### src/rtl/clksel_seq_pkg.sv
package clksel_seq_pkg;

  localparam int SEL_W = 3;

  typedef enum logic [1:0] {
    OP_TO_ALT  = 2'd0,
    OP_BYP_ON  = 2'd1,
    OP_BYP_OFF = 2'd2,
    OP_TO_MAIN = 2'd3
  } step_op_e;

  typedef enum logic [2:0] {
    ST_IDLE,
    ST_PLAN,
    ST_OP,
    ST_WR,
    ST_GAP,
    ST_DONE
  } seq_st_e;

  typedef struct packed {
    logic [SEL_W-1:0] hop1;
    logic [SEL_W-1:0] hop2;
    logic [SEL_W-1:0] hop3;
  } sel_path_t;

endpackage

### src/rtl/clksel_path_plan.sv
module clksel_path_plan
  import clksel_seq_pkg::*;
#(
  parameter int HOME_SEL    = 3,
  parameter int LOCK_SEL    = 2,
  parameter int MAX_SEL     = 4,
  parameter int REV_BAD_SEL = 0
) (
  input  logic [SEL_W-1:0] cur_sel,
  input  logic [SEL_W-1:0] tgt_sel,
  input  logic             early_rev,
  input  logic             src2_locked,
  output sel_path_t        path,
  output logic             moves,
  output logic             reject,
  output logic             off_home
);

  localparam logic [SEL_W-1:0] PARK   = {1'b1, {(SEL_W-1){1'b0}}};
  localparam logic [SEL_W-1:0] HOME_L = SEL_W'(HOME_SEL);
  localparam logic [SEL_W-1:0] LOCK_L = SEL_W'(LOCK_SEL);
  localparam logic [SEL_W-1:0] MAX_L  = SEL_W'(MAX_SEL);
  localparam logic [SEL_W-1:0] REV_L  = SEL_W'(REV_BAD_SEL);

  logic             out_of_range;
  logic             rev_refused;
  logic             gate_blocked;
  logic [SEL_W-1:0] eff_tgt;

  always_comb begin
    out_of_range = tgt_sel > MAX_L;
    rev_refused  = early_rev && (tgt_sel == REV_L);
    gate_blocked = src2_locked && ((cur_sel == LOCK_L) || (tgt_sel == LOCK_L));
    reject       = out_of_range || rev_refused || gate_blocked;
    eff_tgt      = reject ? cur_sel : tgt_sel;
    moves        = eff_tgt != cur_sel;
    off_home     = cur_sel != HOME_L;
    path.hop1    = moves ? (cur_sel | PARK) : cur_sel;
    path.hop2    = moves ? (eff_tgt | PARK) : cur_sel;
    path.hop3    = eff_tgt;
  end

  always_comb begin
    if (moves) begin
      AST_PATH_PARKED: assert (path.hop1[SEL_W-1] && path.hop2[SEL_W-1])
        else $error("moving path leaves lower stage early");
    end
  end

endmodule

### src/rtl/clksel_gap_timer.sv
module clksel_gap_timer #(
  parameter int GAP_CYC = 4
) (
  input  logic clk,
  input  logic rst,
  input  logic arm,
  output logic ready
);

  localparam int GW = $clog2(GAP_CYC + 1);
  localparam logic [GW-1:0] GAP_L = GW'(GAP_CYC);

  logic [GW-1:0] cnt_q;

  always_ff @(posedge clk) begin
    if (rst) begin
      cnt_q <= '0;
    end else if (arm) begin
      cnt_q <= GAP_L;
    end else if (cnt_q != '0) begin
      cnt_q <= cnt_q - 1'b1;
    end
  end

  assign ready = (cnt_q == '0);

  AST_GAP_ARMED: assert property (@(posedge clk) disable iff (rst)
    arm |=> !ready)
    else $error("gap timer ready right after arming");

endmodule

### src/rtl/clksel_switch_seq.sv
module clksel_switch_seq
  import clksel_seq_pkg::*;
#(
  parameter int CW          = 32,
  parameter int SEL0_LSB    = 9,
  parameter int SEL1_LSB    = 12,
  parameter int GAP_CYC     = 4,
  parameter int HOME_SEL    = 3,
  parameter int LOCK_SEL    = 2,
  parameter int MAX_SEL     = 4,
  parameter int REV_BAD_SEL = 0
) (
  input  logic             clk,
  input  logic             rst,
  input  logic             start,
  input  logic [SEL_W-1:0] sel_tgt0,
  input  logic [SEL_W-1:0] sel_tgt1,
  input  logic             early_rev,
  input  logic             src2_locked,
  input  logic [CW-1:0]    ctl_word,
  output logic             wr_req,
  output logic [CW-1:0]    wr_data,
  input  logic             wr_ack,
  output logic             op_req,
  output logic [1:0]       op_code,
  input  logic             op_ack,
  output logic             busy,
  output logic             done,
  output logic [1:0]       err,
  output logic [1:0]       warn
);

  localparam int NCH = 2;
  localparam int GW  = $clog2(GAP_CYC + 1);
  localparam logic [GW-1:0] GAP_L = GW'(GAP_CYC);

  function automatic int lsb_of(input int ch);
    return (ch == 0) ? SEL0_LSB : SEL1_LSB;
  endfunction

  seq_st_e          st_q;
  logic [CW-1:0]    snap_q;
  logic [CW-1:0]    applied_q;
  logic [SEL_W-1:0] tgt_q [NCH];
  logic             rev_q;
  logic             lock_q;
  sel_path_t        path_q [NCH];
  logic [1:0]       op_idx_q;
  logic [1:0]       wr_idx_q;
  logic             wr_req_q;
  logic [CW-1:0]    wr_data_q;
  logic             op_req_q;
  step_op_e         op_code_q;
  logic             busy_q;
  logic             done_q;
  logic [NCH-1:0]   err_q;
  logic [NCH-1:0]   warn_q;
  logic [GW-1:0]    since_wr_q;

  sel_path_t        path_w [NCH];
  logic [NCH-1:0]   moves_w;
  logic [NCH-1:0]   rej_w;
  logic [NCH-1:0]   off_w;
  logic [CW-1:0]    wr_word;
  logic             gap_arm;
  logic             gap_ready;

  // Per-channel planning from the captured word
  for (genvar g = 0; g < NCH; g++) begin : g_chan
    localparam int LSB = (g == 0) ? SEL0_LSB : SEL1_LSB;

    clksel_path_plan #(
      .HOME_SEL    (HOME_SEL),
      .LOCK_SEL    (LOCK_SEL),
      .MAX_SEL     (MAX_SEL),
      .REV_BAD_SEL (REV_BAD_SEL)
    ) u_plan (
      .cur_sel     (snap_q[LSB +: SEL_W]),
      .tgt_sel     (tgt_q[g]),
      .early_rev   (rev_q),
      .src2_locked (lock_q),
      .path        (path_w[g]),
      .moves       (moves_w[g]),
      .reject      (rej_w[g]),
      .off_home    (off_w[g])
    );

    AST_NO_DIRECT_HOP: assert property (@(posedge clk) disable iff (rst)
      $rose(wr_req_q) |-> (wr_data_q[LSB+SEL_W-1] || applied_q[LSB+SEL_W-1] ||
                           (wr_data_q[LSB +: SEL_W] == applied_q[LSB +: SEL_W])))
      else $error("upper-stage to upper-stage select change");
  end

  // Control word for the current write step
  always_comb begin
    wr_word = snap_q;
    for (int c = 0; c < NCH; c++) begin
      case (wr_idx_q)
        2'd0:    wr_word[lsb_of(c) +: SEL_W] = path_q[c].hop1;
        2'd1:    wr_word[lsb_of(c) +: SEL_W] = path_q[c].hop2;
        default: wr_word[lsb_of(c) +: SEL_W] = path_q[c].hop3;
      endcase
    end
  end

  assign gap_arm = (st_q == ST_WR) && wr_req_q && wr_ack && (wr_idx_q != 2'd2);

  clksel_gap_timer #(
    .GAP_CYC (GAP_CYC)
  ) u_gap (
    .clk   (clk),
    .rst   (rst),
    .arm   (gap_arm),
    .ready (gap_ready)
  );

  always_ff @(posedge clk) begin
    if (rst) begin
      st_q      <= ST_IDLE;
      snap_q    <= '0;
      applied_q <= '0;
      rev_q     <= 1'b0;
      lock_q    <= 1'b0;
      op_idx_q  <= '0;
      wr_idx_q  <= '0;
      wr_req_q  <= 1'b0;
      wr_data_q <= '0;
      op_req_q  <= 1'b0;
      op_code_q <= OP_TO_ALT;
      busy_q    <= 1'b0;
      done_q    <= 1'b0;
      err_q     <= '0;
      warn_q    <= '0;
      for (int c = 0; c < NCH; c++) begin
        tgt_q[c]  <= '0;
        path_q[c] <= '0;
      end
    end else begin
      done_q <= 1'b0;
      case (st_q)
        ST_IDLE: begin
          if (start && !busy_q) begin
            busy_q    <= 1'b1;
            snap_q    <= ctl_word;
            applied_q <= ctl_word;
            tgt_q[0]  <= sel_tgt0;
            tgt_q[1]  <= sel_tgt1;
            rev_q     <= early_rev;
            lock_q    <= src2_locked;
            err_q     <= '0;
            warn_q    <= '0;
            st_q      <= ST_PLAN;
          end
        end
        ST_PLAN: begin
          for (int c = 0; c < NCH; c++) path_q[c] <= path_w[c];
          err_q    <= rej_w;
          warn_q   <= off_w;
          op_idx_q <= '0;
          wr_idx_q <= '0;
          if (|moves_w) begin
            st_q <= ST_OP;
          end else begin
            done_q <= 1'b1;
            st_q   <= ST_DONE;
          end
        end
        ST_OP: begin
          if (!op_req_q) begin
            op_req_q  <= 1'b1;
            op_code_q <= step_op_e'(op_idx_q);
          end else if (op_ack) begin
            op_req_q <= 1'b0;
            op_idx_q <= op_idx_q + 2'd1;
            if (op_idx_q == 2'd1) begin
              st_q <= ST_WR;
            end else if (op_idx_q == 2'd3) begin
              done_q <= 1'b1;
              st_q   <= ST_DONE;
            end
          end
        end
        ST_WR: begin
          if (!wr_req_q) begin
            wr_req_q  <= 1'b1;
            wr_data_q <= wr_word;
          end else if (wr_ack) begin
            wr_req_q  <= 1'b0;
            applied_q <= wr_data_q;
            wr_idx_q  <= wr_idx_q + 2'd1;
            st_q      <= (wr_idx_q == 2'd2) ? ST_OP : ST_GAP;
          end
        end
        ST_GAP: begin
          if (gap_ready) st_q <= ST_WR;
        end
        ST_DONE: begin
          busy_q <= 1'b0;
          st_q   <= ST_IDLE;
        end
        default: st_q <= ST_IDLE;
      endcase
    end
  end

  // Quiet-cycle counter seen by the write-spacing check
  always_ff @(posedge clk) begin
    if (rst) begin
      since_wr_q <= '0;
    end else if (wr_req_q && wr_ack) begin
      since_wr_q <= '0;
    end else if (!wr_req_q && (since_wr_q < GAP_L)) begin
      since_wr_q <= since_wr_q + 1'b1;
    end
  end

  assign wr_req  = wr_req_q;
  assign wr_data = wr_data_q;
  assign op_req  = op_req_q;
  assign op_code = op_code_q;
  assign busy    = busy_q;
  assign done    = done_q;
  assign err     = err_q;
  assign warn    = warn_q;

  AST_ONE_REQ: assert property (@(posedge clk) disable iff (rst)
    !(wr_req_q && op_req_q))
    else $error("write and source step requested together");

  AST_GATE_BEFORE_WR: assert property (@(posedge clk) disable iff (rst)
    ($rose(wr_req_q) && (wr_idx_q == 2'd0)) |-> (op_idx_q == 2'd2))
    else $error("first write before both disable steps");

  AST_WR_HOLD: assert property (@(posedge clk) disable iff (rst)
    (wr_req_q && !wr_ack) |=> (wr_req_q && $stable(wr_data_q)))
    else $error("write request dropped or changed before ack");

  AST_OP_HOLD: assert property (@(posedge clk) disable iff (rst)
    (op_req_q && !op_ack) |=> (op_req_q && $stable(op_code_q)))
    else $error("source request dropped or changed before ack");

  AST_WR_SPACING: assert property (@(posedge clk) disable iff (rst)
    ($rose(wr_req_q) && (wr_idx_q != 2'd0)) |-> (since_wr_q >= GAP_L))
    else $error("writes too close together");

  AST_DONE_PULSE: assert property (@(posedge clk) disable iff (rst)
    done_q |=> !done_q)
    else $error("done longer than one cycle");

  AST_DONE_IN_BUSY: assert property (@(posedge clk) disable iff (rst)
    done_q |-> busy_q)
    else $error("done outside busy");

  AST_IDLE_QUIET: assert property (@(posedge clk) disable iff (rst)
    !busy_q |-> (!wr_req_q && !op_req_q))
    else $error("request while not busy");

endmodule

### config.mk
export PLATFORM = sky130hd
export DESIGN_NAME = clksel_switch_seq
export DESIGN_NICKNAME = d
export VERILOG_FILES = /design/src/rtl/clksel_seq_pkg.sv /design/src/rtl/clksel_path_plan.sv /design/src/rtl/clksel_gap_timer.sv /design/src/rtl/clksel_switch_seq.sv
export SDC_FILE = /design/constraint.sdc
export NUM_CORES = 1
export LEC_CHECK = 0
export BUFFER_PORTS_ARGS = -buffer_cell sky130_fd_sc_hd__buf_4
export CAP_MARGIN = 15
export CORE_AREA = 2 2 94 96
export DETAILED_ROUTE_END_ITERATION = 16
export DIE_AREA = 0 0 96 98
export GPL_ROUTABILITY_DRIVEN = 1
export PLACE_DENSITY = 0.78
export SLEW_MARGIN = 20
export SYNTH_ARGS = -nofsm -noshare
export SYNTH_HDL_FRONTEND = slang
export SYNTH_SLANG_ARGS = --single-unit
### constraint.sdc
create_clock -name clk -period 2.3 [get_ports clk]
set_clock_uncertainty 0.15 [all_clocks]
set_input_delay 0.69 -clock clk [delete_from_list [all_inputs] [get_ports clk]]
set_output_delay 0.69 -clock clk [all_outputs]
set_load 0.03 [all_outputs]
Word level (Yosys, flattened, before mapping) --
Memories as Yosys holds them, arrays and structs flattened. Index checks and enable logic that the tools add are counted. Widths: inputs -> output; s select.
Storage, ports and cells: bits in registers 86, bits in latches 0, RAM bits 24, memory bits (read-only) 0, input port bits 45, memories 2
Memories:
- path_q | depth 2, bits a word 9, rd ports 2, clocked after memory_dff 0, wr ports 2, line clksel_switch_seq.sv:47 | sel_path_t path_q [NCH];
- tgt_q | depth 2, bits a word 3, rd ports 2, clocked after memory_dff 0, wr ports 2, line clksel_switch_seq.sv:44 | logic [SEL_W-1:0] tgt_q [NCH];
Operators by class: add/sub/neg operators 3, multiply operators 0, divide/modulo/power cells 0, $lt $le $gt $ge 2, equal/unequal tests 25, shift operators 0, muxes and demuxes 55, bitwise operators 6, reductions and logical operators 36
Operator list (count):
- $mux 3 | 20
- $mux 1 | 19
- $eq 3x2->1 const B | 6
- $mux 9 | 2
- $pmux 2 s2 | 4
- $pmux 3 s5 | 1
- $ne 2x2->1 const B | 7
- $logic_not 3->1 | 4
- $pmux 3 s2 | 2
- $mux 2 | 5
- $reduce_and 2->1 | 5
- $reduce_bool 2->1 | 5
- $logic_and 1x1->1 | 8
- $reduce_and 7->1 | 1
- $eq 3x3->1 const B | 2
- $gt 3x3->1 const B | 2
- $logic_or 1x1->1 | 6
- $ne 3x2->1 const B | 2
- $ne 3x3->1 | 2
- $reduce_and 3->1 | 2
- $add 2x1->2 const B | 2
- $eq 2x1->1 const B | 2
- $eq 2x2->1 const B | 2
- $or 1x1->1 | 4
- 9 further kinds | 12

Depth between registers and ports, before layout --
word-level depth 9, gate-level depth with buffers 8, depth with buffers taken out 7

By module --
Synthesis repeated with hierarchy kept, for this count alone.
Unflattened totals: cell total of the unflattened synthesis 527, area, all modules 4730.8 µm²
Modules (own cells, without submodules):
- clksel_switch_seq | instances 1, cells an instance 466, area an instance 4209.0 µm², sequential area each 2382.3 µm²
- clksel_path_plan | instances 2, cells an instance 22, area an instance 177.7 µm², sequential area each 0.0 µm²
- clksel_gap_timer | instances 1, cells an instance 17, area an instance 166.4 µm², sequential area each 60.1 µm²

Worst setup path before layout --
No wires, ideal clock.
path type input port to flip-flop, start point input port rst, end point register err_q[0], in the netlist err[0], arrival 1.643 ns, required time 2.089 ns, slack 0.446 ns, stages 4, path buffers 1, cell sequence clkbuf_1 or2_2 nor2_1 a22o_1
RTL lines:
- start: declaration | line clksel_switch_seq.sv:14 | input logic rst,
- end signal: assignment | line clksel_switch_seq.sv:157 | err_q <= rej_w;
- end: declaration | line clksel_switch_seq.sv:56 | logic [NCH-1:0] err_q;

==> qor.txt <==
======================================================================================
Cell Area, Synth                                                            4471 sq um
Async set or reset register ratio after synthesis                                    0
Detailed router's first-iteration violation count                                  155
Delay contributed by the slowest stage of the critical path                    0.46 ns
Leading register cell type out of synthesis                               sky130_fd_sc_hd__dfxtp_1
Gates resized, CTS repair                                                            0
Width of the chip                                                                96 um
Clock tree from TritonCTS                                                        built
Most area-consuming cells after synthesis                                 sky130_fd_sc_hd__dfxtp_1 (39%), sky130_fd_sc_hd__edfxtp_1 (15%), sky130_fd_sc_hd__nand2_1 (12%)
Setup-failing EPs final                                                              0
Antenna Diode Count                                                                  0
Synthesis-to-layout area growth                                                 21.02%
Leakage                                                                       2.077 nW
Cells along the critical path                                             nor2b_1 > o21ai_0 > nand2_1 > mux2i_1 > nor2_1
Number of buffers added to fix hold violations after cts                             0
Simple-gate area share of the yosys netlist                                     0.2312
Via count of the first global-routing pass                                        3486
Number of synthesized flops with an enable pin                                      22
Fraction of synthesized area in multiplexers                                   0.01595
Number of levels in the clock H-tree                                                 3
Total routing usage reported by global routing                                  0.2072
Number of detailed-route iterations in the first pass                                4
Cell with the largest stage delay on the worst path                       sky130_fd_sc_hd__edfxtp_1
Die span in y                                                                    98 um
Instance count of the mapped netlist                                               511
Most common cell after layout, fill and taps aside                        sky130_fd_sc_hd__nand2_1
Yosys reg bits                                                                     108
Result of the run                                                         finished clean
Synthesized net count                                                              564
Final critical delay including setup and external delays                      1.938 ns
Antenna violations before repair                                                     0
Proportion of layout cells with a drive suffix above 1                          0.2034
Max frequency                                                                515.9 MHz
Bufs and invs on worst path                                                          0
Crit end category                                                             register
Commonest cells after routing, fill and taps aside                        sky130_fd_sc_hd__nand2_1 (142), sky130_fd_sc_hd__buf_4 (94), sky130_fd_sc_hd__dfxtp_1 (86), sky130_fd_sc_hd__a21oi_1 (74), sky130_fd_sc_hd__nor2_1 (38)
Remaining global-route overflow                                                      0
Dominant cell type by area after synthesis                                sky130_fd_sc_hd__dfxtp_1
Sink Count                                                                         108
Hpwl dp                                                                        6754 um
Power per unit of standard cell area                                      931.2 nW/um^2
Wire length after detailed routing                                             9566 um
Rel. slew slack                                                                 0.6528
Count of nets left with antenna violations after detail routing                      0
Postcts setup bufs                                                                   0
Number of distinct standard cells referenced by the synthesized netlist             44
Clock slew at reported path FFs                                                0.10 ns
Endpoint required time on the critical path                                    2.26 ns
Adder-cell area share of the yosys netlist                                     0.02239
Number of nets in the layout                                                       643
Clock latency on the worst-skew pair                                           0.37 ns
Master cell of the clock root buffer                                      sky130_fd_sc_hd__clkbuf_8
Via density per instance                                                         5.276
Routability Congestion                                                          0.8246
Fin Hold WS                                                                  0.3101 ns
Avg Cell Area, Syn                                                         8.749 sq um
Post-route fraction of the period consumed by the critical path                 0.8427
Slew Limit Fails                                                                     0
Top-level I/O count                                                                 87
Via total after detailed routing                                                  3709
Number of port buffers                                                              86
Area share of the largest cell type after synthesis                             0.3851
Area share of xor/xnor cells in the synthesized design                         0.01371
CP Data Arrival Time                                                           1.90 ns
DR DRC count                                                                         0
Critical path class                                                            reg2reg
Number of placement rows                                                            34
Total Die Area                                                              9408 sq um
CP delay by family, top                                                     flip-flops
Core ar.                                                                    8466 sq um
Synthesis warning total                                                              0
First-pass GRT wire length                                                    15540 um
Initial standard-cell utilization of the core                                   0.5281
Worst-path fanout max                                                                4
Least-Margin Pin Slew                                                        0.5201 ns
CTS buffer count                                                                     9
Proportion of synthesized chip area in sequential cells                         0.5329
Maximum root-to-sink buffer count                                                    2
Unrepaired setup endpoints after global routing                                     no
Dominant combinational cell family by area after synthesis                simple AND/OR/NAND/NOR gates
Drt wl/cell                                                                   13.61 um
Worst VDD drop                                                               0.4823 mV
Compound-gate portion of the synthesized area                                   0.1500
Final Hold Vio Count                                                                 0
Setup TNS                                                                         0 ns
Maximum number of pins on one net before global-route repair                        70
Max Cap Viol                                                                         0
Hold Crit Class                                                                reg2reg
Category of the worst setup path launch point                                 register
======================================================================================
==> area by class of cell <==
class | count | area (sq um)
tap | 108 | 135.1
multi-input combinational | 368 | 1939
sequential | 108 | 2382
fill | 709 | 3055
inverter | 7 | 26.28
timing repair buffer | 96 | 745.7
clock inverter | 7 | 57.56
clock buffer | 9 | 123.9
==> logic make-up (layout without fill, tap and decap cells) <==
logic type      after synthesis  after routing
simple gates                233            233
compound gates              113            113
flops                       108            108
buf+inv                      35            119
fa+ha+maj                     8              8
xor+xnor                      7              7
mux                           7              7
==> sequential cells by signal, indices dropped and copies added, names as in the netlist, 2 cells and up <==
name	count
snap_q	32
wr_idx_q	2
st_q	3
warn	2
path_q	16
tgt_q	6
op_code	2
u_gap.cnt_q	3
wr_data	32
err	2
op_idx_q	2
==> worst paths after layout <==
path | startpoint | endpoint | slack, ns | depth (start not counted)
setup / recovery | tgt_q[0][1]$_SDFFCE_PN0P_ | path_q[0][1]$_SDFFCE_PN0P_ | 0.36 | 5
hold / removal | snap_q[5]$_SDFFE_PP0P_ | wr_data[5]$_SDFFE_PP0P_ | 0.31 | 2
setup reg to reg | tgt_q[0][1]$_SDFFCE_PN0P_ | path_q[0][1]$_SDFFCE_PN0P_ | 0.36 | 5
hold reg to reg | snap_q[5]$_SDFFE_PP0P_ | wr_data[5]$_SDFFE_PP0P_ | 0.31 | 2
==> power breakdown <==
part	switching (mW)	internal, mW
clock	0.680	0.413
sequential	0.256	2.25
combinational	0.838	0.600
total	1.77	3.26
==> per-stage QoR <==
stage,setup slack (ns),area [sq um],cells,power [mW],utilization
finish,0.3618,5410,703,5.038,0.6391
global route,0.1962,5410,703,5.342,0.6391
CTS,0.3646,5410,703,5.061,0.6391
detailed placement,0.3033,5229,687,3.984,0.6176
global placement,0.3887,5229,687,3.919,0.6176
floorplan,0.4459,4471,511,3.544,-
==> synth_stat cells, types with 2 or more instances <==
| cell | instances |
|---|---|
| sky130_fd_sc_hd__o21ai_0 | 7 |
| sky130_fd_sc_hd__inv_1 | 7 |
| sky130_fd_sc_hd__nor2b_1 | 6 |
| sky130_fd_sc_hd__a311oi_1 | 7 |
| sky130_fd_sc_hd__a31oi_1 | 3 |
| sky130_fd_sc_hd__and2_1 | 11 |
| sky130_fd_sc_hd__a22o_1 | 4 |
| sky130_fd_sc_hd__a21oi_1 | 74 |
| sky130_fd_sc_hd__mux2i_1 | 6 |
| sky130_fd_sc_hd__nor2_1 | 39 |
| sky130_fd_sc_hd__a22oi_1 | 5 |
| sky130_fd_sc_hd__o21a_1 | 2 |
| sky130_fd_sc_hd__nor3b_2 | 2 |
| sky130_fd_sc_hd__clkbuf_1 | 14 |
| sky130_fd_sc_hd__ha_1 | 8 |
| sky130_fd_sc_hd__nor3_1 | 3 |
| sky130_fd_sc_hd__o211ai_1 | 2 |
| sky130_fd_sc_hd__buf_2 | 13 |
| sky130_fd_sc_hd__nand3_1 | 9 |
| sky130_fd_sc_hd__nand3b_1 | 4 |
| sky130_fd_sc_hd__nand2_1 | 142 |
| sky130_fd_sc_hd__dfxtp_1 | 86 |
| sky130_fd_sc_hd__xnor2_1 | 7 |
| sky130_fd_sc_hd__or2_2 | 2 |
| sky130_fd_sc_hd__nand2b_1 | 5 |
| sky130_fd_sc_hd__nor3b_1 | 4 |
| sky130_fd_sc_hd__edfxtp_1 | 22 |
==> per-layer routing <==
metal / vias up / track usage / wire length, um
met5: - / 0 / 0
met4: 0 / 0.06923 / 158
met3: 14 / 0.06713 / 600
met2: 85 / 0.3360 / 4727
met1: 1726 / 0.2587 / 4079
li1: 1884 / - / -
==> tightest hold or removal path: cells and delay by family (launching register included) <==
family	cells	cell delay, ns
AND/OR/NAND/NOR	1	0.05
AO/OA/AOI/OAI	1	0.05
flip-flops	1	0.32
Power figures use the tool's default switching activity.
